===== src/rtl/osp_pkg.sv =====
package osp_pkg;
  typedef enum logic [1:0] {
    SQ_IDLE,
    SQ_COLLECT,
    SQ_HOLD,
    SQ_SHOW
  } sq_state_e;

  typedef enum logic [1:0] {
    AT_IDLE,
    AT_DELAY,
    AT_PULSE
  } at_state_e;
endpackage


===== src/rtl/pol_adapt.sv =====
module pol_adapt #(
  parameter bit ACT_HI = 1'b1
) (
  input  logic sig_i,
  output logic sig_o
);
  generate
    if (ACT_HI) begin : g_keep
      assign sig_o = sig_i;
    end else begin : g_flip
      assign sig_o = ~sig_i;
    end
  endgenerate
endmodule


===== src/rtl/out_seq_ctrl.sv =====
module out_seq_ctrl
  import osp_pkg::*;
#(
  parameter int DATA_W     = 8,
  parameter int TAG_W      = 2,
  parameter int STROBE_CYC = 4
) (
  input  logic              clk_i,
  input  logic              rst_ni,
  input  logic              start_i,
  input  logic [TAG_W-1:0]  nvars_i,
  input  logic              res_valid_i,
  input  logic [DATA_W-1:0] res_data_i,
  output logic              res_ready_o,
  input  logic              wait_act_i,
  output logic              busy_o,
  output logic              busy_set_o,
  output logic              busy_clr_o,
  output logic              show_o,
  output logic [DATA_W-1:0] data_o,
  output logic [TAG_W-1:0]  tag_o
);
  localparam int SCW = (STROBE_CYC > 1) ? $clog2(STROBE_CYC) : 1;
  localparam logic [SCW-1:0] SC_LAST = SCW'(STROBE_CYC - 1);

  sq_state_e         state_q;
  logic [TAG_W-1:0]  idx_q, last_q, hold_tag_q, tag_q;
  logic [DATA_W-1:0] hold_q, data_q;
  logic [SCW-1:0]    scnt_q;
  logic              busy_q;
  logic              show_end;

  assign show_end = (state_q == SQ_SHOW) && (scnt_q == SC_LAST);

  always_ff @(posedge clk_i or negedge rst_ni) begin
    if (!rst_ni) begin
      state_q    <= SQ_IDLE;
      idx_q      <= '0;
      last_q     <= '0;
      hold_tag_q <= '0;
      tag_q      <= '0;
      hold_q     <= '0;
      data_q     <= '0;
      scnt_q     <= '0;
      busy_q     <= 1'b0;
    end else begin
      unique case (state_q)
        SQ_IDLE: begin
          if (start_i) begin
            state_q <= SQ_COLLECT;
            idx_q   <= '0;
            last_q  <= nvars_i;
            busy_q  <= 1'b1;
          end
        end
        SQ_COLLECT: begin
          if (res_valid_i) begin
            idx_q <= idx_q + 1'b1;
            if (wait_act_i) begin
              // result taken, presentation deferred
              hold_q     <= res_data_i;
              hold_tag_q <= idx_q;
              state_q    <= SQ_HOLD;
            end else begin
              data_q  <= res_data_i;
              tag_q   <= idx_q;
              scnt_q  <= '0;
              state_q <= SQ_SHOW;
            end
          end
        end
        SQ_HOLD: begin
          if (!wait_act_i) begin
            data_q  <= hold_q;
            tag_q   <= hold_tag_q;
            scnt_q  <= '0;
            state_q <= SQ_SHOW;
          end
        end
        SQ_SHOW: begin
          if (show_end) begin
            if (tag_q == last_q) begin
              state_q <= SQ_IDLE;
              busy_q  <= 1'b0;
            end else begin
              state_q <= SQ_COLLECT;
            end
          end else begin
            scnt_q <= scnt_q + 1'b1;
          end
        end
        default: state_q <= SQ_IDLE;
      endcase
    end
  end

  assign res_ready_o = (state_q == SQ_COLLECT);
  assign busy_o      = busy_q;
  assign busy_set_o  = (state_q == SQ_IDLE) && start_i;
  assign busy_clr_o  = show_end && (tag_q == last_q);
  assign show_o      = (state_q == SQ_SHOW);
  assign data_o      = data_q;
  assign tag_o       = tag_q;
endmodule


===== src/rtl/adc_conv_timer.sv =====
module adc_conv_timer
  import osp_pkg::*;
#(
  parameter int DELAY = 16,
  parameter int PULSE = 2
) (
  input  logic clk_i,
  input  logic rst_ni,
  input  logic arm_i,
  input  logic cancel_i,
  output logic pulse_o
);
  localparam int CMAX = (DELAY > PULSE) ? DELAY : PULSE;
  localparam int CW   = $clog2(CMAX + 1);

  at_state_e   st_q;
  logic [CW-1:0] cnt_q;

  always_ff @(posedge clk_i or negedge rst_ni) begin
    if (!rst_ni) begin
      st_q  <= AT_IDLE;
      cnt_q <= '0;
    end else if (cancel_i) begin
      st_q  <= AT_IDLE;
      cnt_q <= '0;
    end else if (arm_i) begin
      st_q  <= AT_DELAY;
      cnt_q <= CW'(DELAY - 1);
    end else begin
      unique case (st_q)
        AT_IDLE: ;
        AT_DELAY: begin
          if (cnt_q == '0) begin
            st_q  <= AT_PULSE;
            cnt_q <= CW'(PULSE - 1);
          end else begin
            cnt_q <= cnt_q - 1'b1;
          end
        end
        AT_PULSE: begin
          if (cnt_q == '0) st_q <= AT_IDLE;
          else cnt_q <= cnt_q - 1'b1;
        end
        default: st_q <= AT_IDLE;
      endcase
    end
  end

  assign pulse_o = (st_q == AT_PULSE);
endmodule


===== src/rtl/out_seq_port.sv =====
module out_seq_port #(
  parameter int DATA_W        = 8,
  parameter int TAG_W         = 2,
  parameter int STROBE_CYC    = 4,
  parameter int ADC_DELAY     = 16,
  parameter int ADC_PULSE     = 2,
  parameter bit WAIT_ACT_HI   = 1'b1,
  parameter bit BUSY_ACT_HI   = 1'b1,
  parameter bit STROBE_ACT_HI = 1'b1,
  parameter bit ADC_ACT_HI    = 1'b1
) (
  input  logic              clk_i,
  input  logic              rst_ni,
  input  logic              start_i,
  input  logic [TAG_W-1:0]  nvars_i,
  input  logic              res_valid_i,
  input  logic [DATA_W-1:0] res_data_i,
  output logic              res_ready_o,
  input  logic              wait_i,
  input  logic              oe_ni,
  input  logic              auto_i,
  input  logic              offline_i,
  output logic [DATA_W-1:0] out_data_o,
  output logic [TAG_W-1:0]  out_tag_o,
  output logic              bus_oe_o,
  output logic              strobe_o,
  output logic              busy_o,
  output logic              adc_start_o
);
  logic              wait_act, busy_act, show_act, adc_act, adc_gated;
  logic              busy_set, busy_clr, offl_q, arm;
  logic [DATA_W-1:0] shown_data;

  pol_adapt #(.ACT_HI(WAIT_ACT_HI)) u_wait_pol (.sig_i(wait_i), .sig_o(wait_act));

  out_seq_ctrl #(
    .DATA_W    (DATA_W),
    .TAG_W     (TAG_W),
    .STROBE_CYC(STROBE_CYC)
  ) u_seq (
    .clk_i      (clk_i),
    .rst_ni     (rst_ni),
    .start_i    (start_i),
    .nvars_i    (nvars_i),
    .res_valid_i(res_valid_i),
    .res_data_i (res_data_i),
    .res_ready_o(res_ready_o),
    .wait_act_i (wait_act),
    .busy_o     (busy_act),
    .busy_set_o (busy_set),
    .busy_clr_o (busy_clr),
    .show_o     (show_act),
    .data_o     (shown_data),
    .tag_o      (out_tag_o)
  );

  always_ff @(posedge clk_i or negedge rst_ni) begin
    if (!rst_ni) offl_q <= 1'b0;
    else         offl_q <= offline_i;
  end

  // offline fall counts only while idle
  assign arm = busy_clr | (offl_q & ~offline_i & ~busy_act);

  adc_conv_timer #(
    .DELAY(ADC_DELAY),
    .PULSE(ADC_PULSE)
  ) u_adc (
    .clk_i   (clk_i),
    .rst_ni  (rst_ni),
    .arm_i   (arm),
    .cancel_i(busy_set),
    .pulse_o (adc_act)
  );

  assign adc_gated = adc_act & ~auto_i;

  pol_adapt #(.ACT_HI(BUSY_ACT_HI))   u_busy_pol (.sig_i(busy_act),  .sig_o(busy_o));
  pol_adapt #(.ACT_HI(STROBE_ACT_HI)) u_strb_pol (.sig_i(show_act),  .sig_o(strobe_o));
  pol_adapt #(.ACT_HI(ADC_ACT_HI))    u_adc_pol  (.sig_i(adc_gated), .sig_o(adc_start_o));

  assign bus_oe_o   = ~oe_ni;
  assign out_data_o = oe_ni ? '0 : shown_data;
endmodule


===== config.mk =====
export PLATFORM = sky130hd
export DESIGN_NAME = out_seq_port
export DESIGN_NICKNAME = d
export VERILOG_FILES = /design/src/rtl/osp_pkg.sv /design/src/rtl/pol_adapt.sv /design/src/rtl/out_seq_ctrl.sv /design/src/rtl/adc_conv_timer.sv /design/src/rtl/out_seq_port.sv
export SDC_FILE = /design/constraint.sdc
export NUM_CORES = 1
export LEC_CHECK = 0
export CORE_MARGIN = 2
export CORE_UTILIZATION = 47
export DETAILED_ROUTE_END_ITERATION = 10
export GPL_TIMING_DRIVEN = 0
export PLACE_DENSITY = 0.75
export SLEW_MARGIN = 5
export SYNTH_ARGS = -nofsm -noshare
export SYNTH_HDL_FRONTEND = slang
export SYNTH_HIERARCHICAL = 1
export SYNTH_SLANG_ARGS = --single-unit

===== constraint.sdc =====
create_clock -name clk_i -period 1.59 [get_ports clk_i]
set_input_delay 0.159 -clock clk_i [delete_from_list [all_inputs] [get_ports clk_i]]
set_output_delay 0.159 -clock clk_i [all_outputs]
set_load 0.02 [all_outputs]

* Yosys cells after proc, flatten, opt, wreduce, memory -nomap -nowiden
Index checks and enable logic that the tools add are counted.
** Word-level totals
- Bits in registers :: 37
- Input bits :: 18
- Output and inout bits :: 15
- Logic and storage cells :: 98
** Operators by class
- Bitwise operators :: 8
- Add/subtract/negate cells :: 3
- Reductions and logical operators :: 20
- Muxes and demuxes :: 37
- Eq/ne operators :: 18
** Operators by type and width (number)
- 2-bit 2-to-1 mux :: 16
- 8-bit 2-to-1 mux :: 4
- 5-bit 2-to-1 mux :: 4
- 8-bit one-hot mux with 2 select lines :: 1
- 2-bit one-hot mux with 3 select lines :: 2
- 3-bit AND reduction :: 4
- 4-bit AND reduction :: 3
- 2-bit != test, second input constant :: 5
- 5-bit one-hot mux with 2 select lines :: 1
- 2-bit equality test, second input constant :: 4
- 2-bit one-hot mux with 2 select lines :: 2
- 2-bit one-hot mux with 4 select lines :: 1
- 2-bit nonzero test :: 3
- 5-bit logical NOT :: 1
- 1-bit 2-to-1 mux :: 5
- 5-bit by 1-bit subtractor with 5-bit output, second input constant :: 1
- 2-bit by 1-bit adder with 2-bit output, second input constant :: 2
- 2-bit by 1-bit equality test with 1-bit output, second input constant :: 2
- 2-bit logical NOT :: 2
- 2-bit by 1-bit != test with 1-bit output, second input constant :: 2
- 4-bit by 1-bit != test with 1-bit output, second input constant :: 1
- 4-bit by 3-bit != test with 1-bit output, second input constant :: 1
- 4-bit != test, second input constant :: 1
- 1-bit inverter :: 4
- 9 further kinds :: 14

* Logic depth before layout (Yosys ltp)
- Word-level depth :: 6
- Mapped depth :: 8
- Mapped depth without buffers :: 7

* Hierarchy
The synthesis kept the hierarchy.
** By module, submodules not included
- out_seq_ctrl :: area each 1416.4 um2, seq. area each 725.7 um2, times used 1, cells an instance 120
- adc_conv_timer :: area each 429.2 um2, seq. area each 175.2 um2, times used 1, cells an instance 44
- out_seq_port :: area each 96.3 um2, seq. area each 25.0 um2, times used 1, cells an instance 13
- pol_adapt :: area each 7.5 um2, seq. area each 0.0 um2, times used 4, cells an instance 1

* Worst setup path before layout
Ideal clock, no wire load.
- Path kind :: reg2reg
- From :: register u_seq.state_q[1]
- To :: register u_seq.scnt_q[0]
- Path slack :: -0.095 ns
- Buffers on the path :: 1
- Period minus slack after synthesis :: 1.685 ns
- Data arrival time :: 1.557 ns
- Cell stages (with the launch flop) :: 7
- Data required time :: 1.462 ns
- Library setup time :: 0.128 ns
- Cell sequence :: dfrtp_1 > inv_1 > ha_1 > buf_2 > nor2b_4 > a2111oi_4 > mux2_1
** Between the ends
- Elaborated cells on any way between the ends :: 9
- Classes of those cells :: 5 x eq/ne; 1 x mux; 3 x reduce/logical
** RTL lines
- from (decl) :: line out_seq_ctrl.sv:26 : sq_state_e state_q;
- from (signal assigned) :: line out_seq_ctrl.sv:37 : state_q <= SQ_IDLE;
- from (signal assigned) :: line out_seq_ctrl.sv:50 : state_q <= SQ_COLLECT;
- from (signal assigned) :: line out_seq_ctrl.sv:63 : state_q <= SQ_HOLD;
- 2-bit by 1-bit equality test with 1-bit output (*)
- via res_ready_o :: line out_seq_port.sv:18 : output logic res_ready_o,
- 2-bit != test (no line) / 3-bit nonzero test (equally long branches)
- 3-bit AND reduction (no line)
- to (signal assigned) :: line out_seq_ctrl.sv:89 : scnt_q <= scnt_q + 1'b1;
- to (decl) :: line out_seq_ctrl.sv:29 : logic [SCW-1:0] scnt_q;
Mark *: on every way through the listed nets, which the timed path passes. The rest lies on a longest branch.
A chain may end at the register's enable or synchronous reset.

* Worst setup path in the final report
- From :: register u_adc.cnt_q[1]
- To :: register u_adc.st_q[1]
** Between the ends
- Longest elaborated chain between the ends :: 3
- Elaborated cells on any way between the ends :: 4
- Classes of those cells :: 2 x eq/ne; 2 x reduce/logical
** RTL lines
- from (decl) :: line adc_conv_timer.sv:17 : logic [CW-1:0] cnt_q;
- from (signal assigned) :: line adc_conv_timer.sv:28 : cnt_q <= CW'(DELAY - 1);
- from (signal assigned) :: line adc_conv_timer.sv:35 : cnt_q <= CW'(PULSE - 1);
- from (signal assigned) :: line adc_conv_timer.sv:37 : cnt_q <= cnt_q - 1'b1;
- 5-bit logical NOT (*) :: line adc_conv_timer.sv:33, adc_conv_timer.sv:41
- 4-bit by 3-bit != test with 1-bit output (no line) / 4-bit by 1-bit != test with 1-bit output (equally long branches)
- 3-bit AND reduction (no line) (*)
- to (signal assigned) :: line adc_conv_timer.sv:34 : st_q <= AT_PULSE;
- to (signal assigned) :: line adc_conv_timer.sv:41 : if (cnt_q == '0) st_q <= AT_IDLE;
- to (signal assigned) :: line adc_conv_timer.sv:44 : default: st_q <= AT_IDLE;
- to (decl) :: line adc_conv_timer.sv:16 : at_state_e st_q;
Every way passes the cells marked *; elsewhere a longest branch is shown, timed or not.

==> impl_metrics.toml <==
[status]
status = "complete, but fails checks"
violations = "setup timing"

[routing]
met1_length_mm = 1.773
drt-pass1-iter-count = 4
drc = 0
drtIter0Drc = 100
vias = 1503
post_drt_via_cell_ratio = 5.349
ant_nets = 0
top_layer = "met4"
wirelength_mm = 4.103
wl_per_cell_um = 14.60
dr_wl_met2_mm = 2.136
routed-wl-met3_um = 163

[clocking]
cts_buffers = 5
htreeDepth = 2
cts_root_buffer = "clkbuf_8"
clk_latency_ps = 280
numClockSinks = 37
max-clock-path-buffers = 2
cts_tree = "yes"
cts.clk_slew.worst_paths_ps = 80

[finish]
drive_above_1_share = 0.3203
final_cell_mix = "dfrtp_1, clkdlybuf4s50_1, buf_4"
final_util = 0.6686
areaGrowthSynthToFinish_pct = 36.61
final_common_cell = "dfrtp_1"
diodes = 0
fin_nets = 257

[synthesis]
synth_edf_count = 0
synth-seq-cells = 37
synth_cells = 181
syn_nets = 208
ys_seq_area_frac = 0.4695
ys.flop_type = "dfrtp_1"
synthArstFlopShare = 1.000
yosysUniqueCellTypes = 39
synth.avg_cell_area_um2 = 10.89
yosysWarnings = 6
netlist_area_um2 = 1972

[placed_design]
dp_hpwl_mm = 2.625
portBuffers = 31
gp_congestion = 0.8382

[setup_path]
critPathCaptureType = "flop"
cp_max_fo = 5
cp-start-kind = "flop"
worstReg2RegStart = "u_adc/cnt_q[1]"
max_stage_delay_ps = 500
required_ps = 1770
cp_cell_sequence = "inv_1 > ha_2 > or4b_4 > a211o_1 > and3_1"
path_class = "flop to flop"
cpMaxStageDelayCell = "or4b_4"
arrival_ps = 1820
crit_start = "u_adc/cnt_q[1]"

[sta]
min_period_ps = 1642
setup_viol = 4
worstMarginPinSlew_ps = 819.6
slew_headroom = 0.4536
fmax_mhz = 608.9
tns_ps = -111.1
clock-skew-final_ps = 7.643
slew_violations = 0
whs_ps = 315.7
setup_ws_ps = -52.41
finalHoldViolCount = 0
rsz0062_at_grt = "yes"
fin_crit_sh = 1.033

[global_route]
antenna_found_initial = 0
grt_pass1_vias = 1414
gr-total-overflow = 0
grt_util_all_layers = 0.1819
grt_max_degree = 38
grt_pass1_wl_mm = 6.320

[floorplanning]
coreArea_um2 = 4029
rows = 23
die_area_um2 = 4729
die_w_um = 68.77
floorplan.io_pins = 33
fp.dieH_um = 68.77
initial_utilization = 0.4894

[power_and_ir_drop]
peakVddDrop_mv = 1.140
pwr_density_cell_nw_per_um2 = 1940
power.leakage_nw = 1.227

[hold_path]
min_path_type = "input pin to flop"
min_from = "wait_i"

[run]
maxCapViolCount = 0
routing by layer:
layer,track usage,vias up
met2,0.3005,42
met3,0.04221,4
li1,-,727
met1,0.2374,730
met4,0.05637,0
met5,0,-
state kept, by name (all words and copies together) (netlist names):
signal / flops
u_seq/data_o: 8
u_seq/tag_o: 2
u_seq/idx_q: 2
u_seq/hold_tag_q: 2
u_seq/last_q: 2
u_adc/cnt_q: 5
u_seq/scnt_q: 2
u_adc/st_q: 2
u_seq/state_q: 2
u_seq/busy_o: 1
u_seq/hold_q: 8
offl_q: 1
final timing paths:
kind / to / slack (ps) / cells after the start
max in group asynchronous: u_seq/state_q[0] / 520 / 2
min: u_seq/scnt_q[0] / 320 / 3
max reg2reg: u_adc/st_q[1] / -50 / 5
min reg2reg: u_seq/hold_tag_q[0] / 510 / 1
max: u_adc/st_q[1] / -50 / 5
min in group asynchronous: u_adc/cnt_q[3] / 510 / 2
logic make-up after synthesis:
| logic type | count (synthesis) | synth area share |
|---|---|---|
| compound gates | 37 | 0.1282 |
| xor+xnor | 2 | 0.008885 |
| fa+ha+maj | 9 | 0.05711 |
| buf+inv | 21 | 0.05013 |
| flops | 37 | 0.4695 |
| mux | 28 | 0.1529 |
| simple gates | 47 | 0.1332 |
timing repair:
item | CTS | global route
endpoints found under the hold margin | 23 | 0
hold buffers | 1 | 0
resized for setup | 16 | 31
endpoints found under the setup margin | 21 | 28
pin swaps | 5 | 5
buffers inserted | 7 | 4
final cells by class:
cell class | count | area (um2)
plain buffers | 7 | 50.05
clock buffers | 6 | 82.58
clock inverters | 2 | 37.54
fillers | 303 | 1335
inverters | 13 | 51.30
multi-input cells | 123 | 1067
flip-flops and latches | 37 | 928.4
well taps | 50 | 62.56
repair buffers | 43 | 414.1
critical path, delay by kind of cell, from the launching register on:
kind                     cells  cell delay, ps
AO/OA/AOI/OAI                1             270
AND/OR/NAND/NOR              2             640
flip-flops                   1             390
adder cells (fa/ha/maj)      1             170
buffers and inverters        1              70
cells in the mapped netlist (2+ instances only):
| cell | number | area [um2] |
|---|---|---|
| a211o_1 | 2 | 17.52 |
| a21oi_1 | 16 | 80.08 |
| a22o_1 | 2 | 17.52 |
| and3_1 | 2 | 12.51 |
| buf_2 | 4 | 20.02 |
| buf_4 | 4 | 30.03 |
| dfrtp_1 | 37 | 925.9 |
| ha_1 | 9 | 112.6 |
| inv_1 | 13 | 48.80 |
| mux2_2 | 12 | 135.1 |
| mux2i_1 | 14 | 140.1 |
| nand2_1 | 6 | 22.52 |
| nand3_1 | 3 | 15.01 |
| nor2_1 | 15 | 56.30 |
| nor2b_1 | 11 | 68.82 |
| o21ai_0 | 7 | 35.03 |
| xnor2_1 | 2 | 17.52 |
where the power goes:
group / switching, mW / leakage (nW) / internal (mW)
clock: 0.328 / 0.0574 / 0.510
combinational: 1.26 / 0.728 / 1.45
sequential: 0.311 / 0.441 / 1.37
per-stage QoR:
| stage | instances | area (um2) | setup WS (ps) | power (mW) |
|---|---|---|---|---|
| CTS | 277 | 2557 | -100.2 | 4.930 |
| floorplan | 181 | 1979 | -23.34 | 3.255 |
| global route | 281 | 2694 | -110.1 | 5.620 |
| finish | 281 | 2694 | -52.41 | 5.227 |
| detailed placement | 262 | 2347 | -169.9 | 3.890 |
| global placement | 262 | 2352 | -505.7 | 3.812 |
Power figures use the tool's default switching activity.
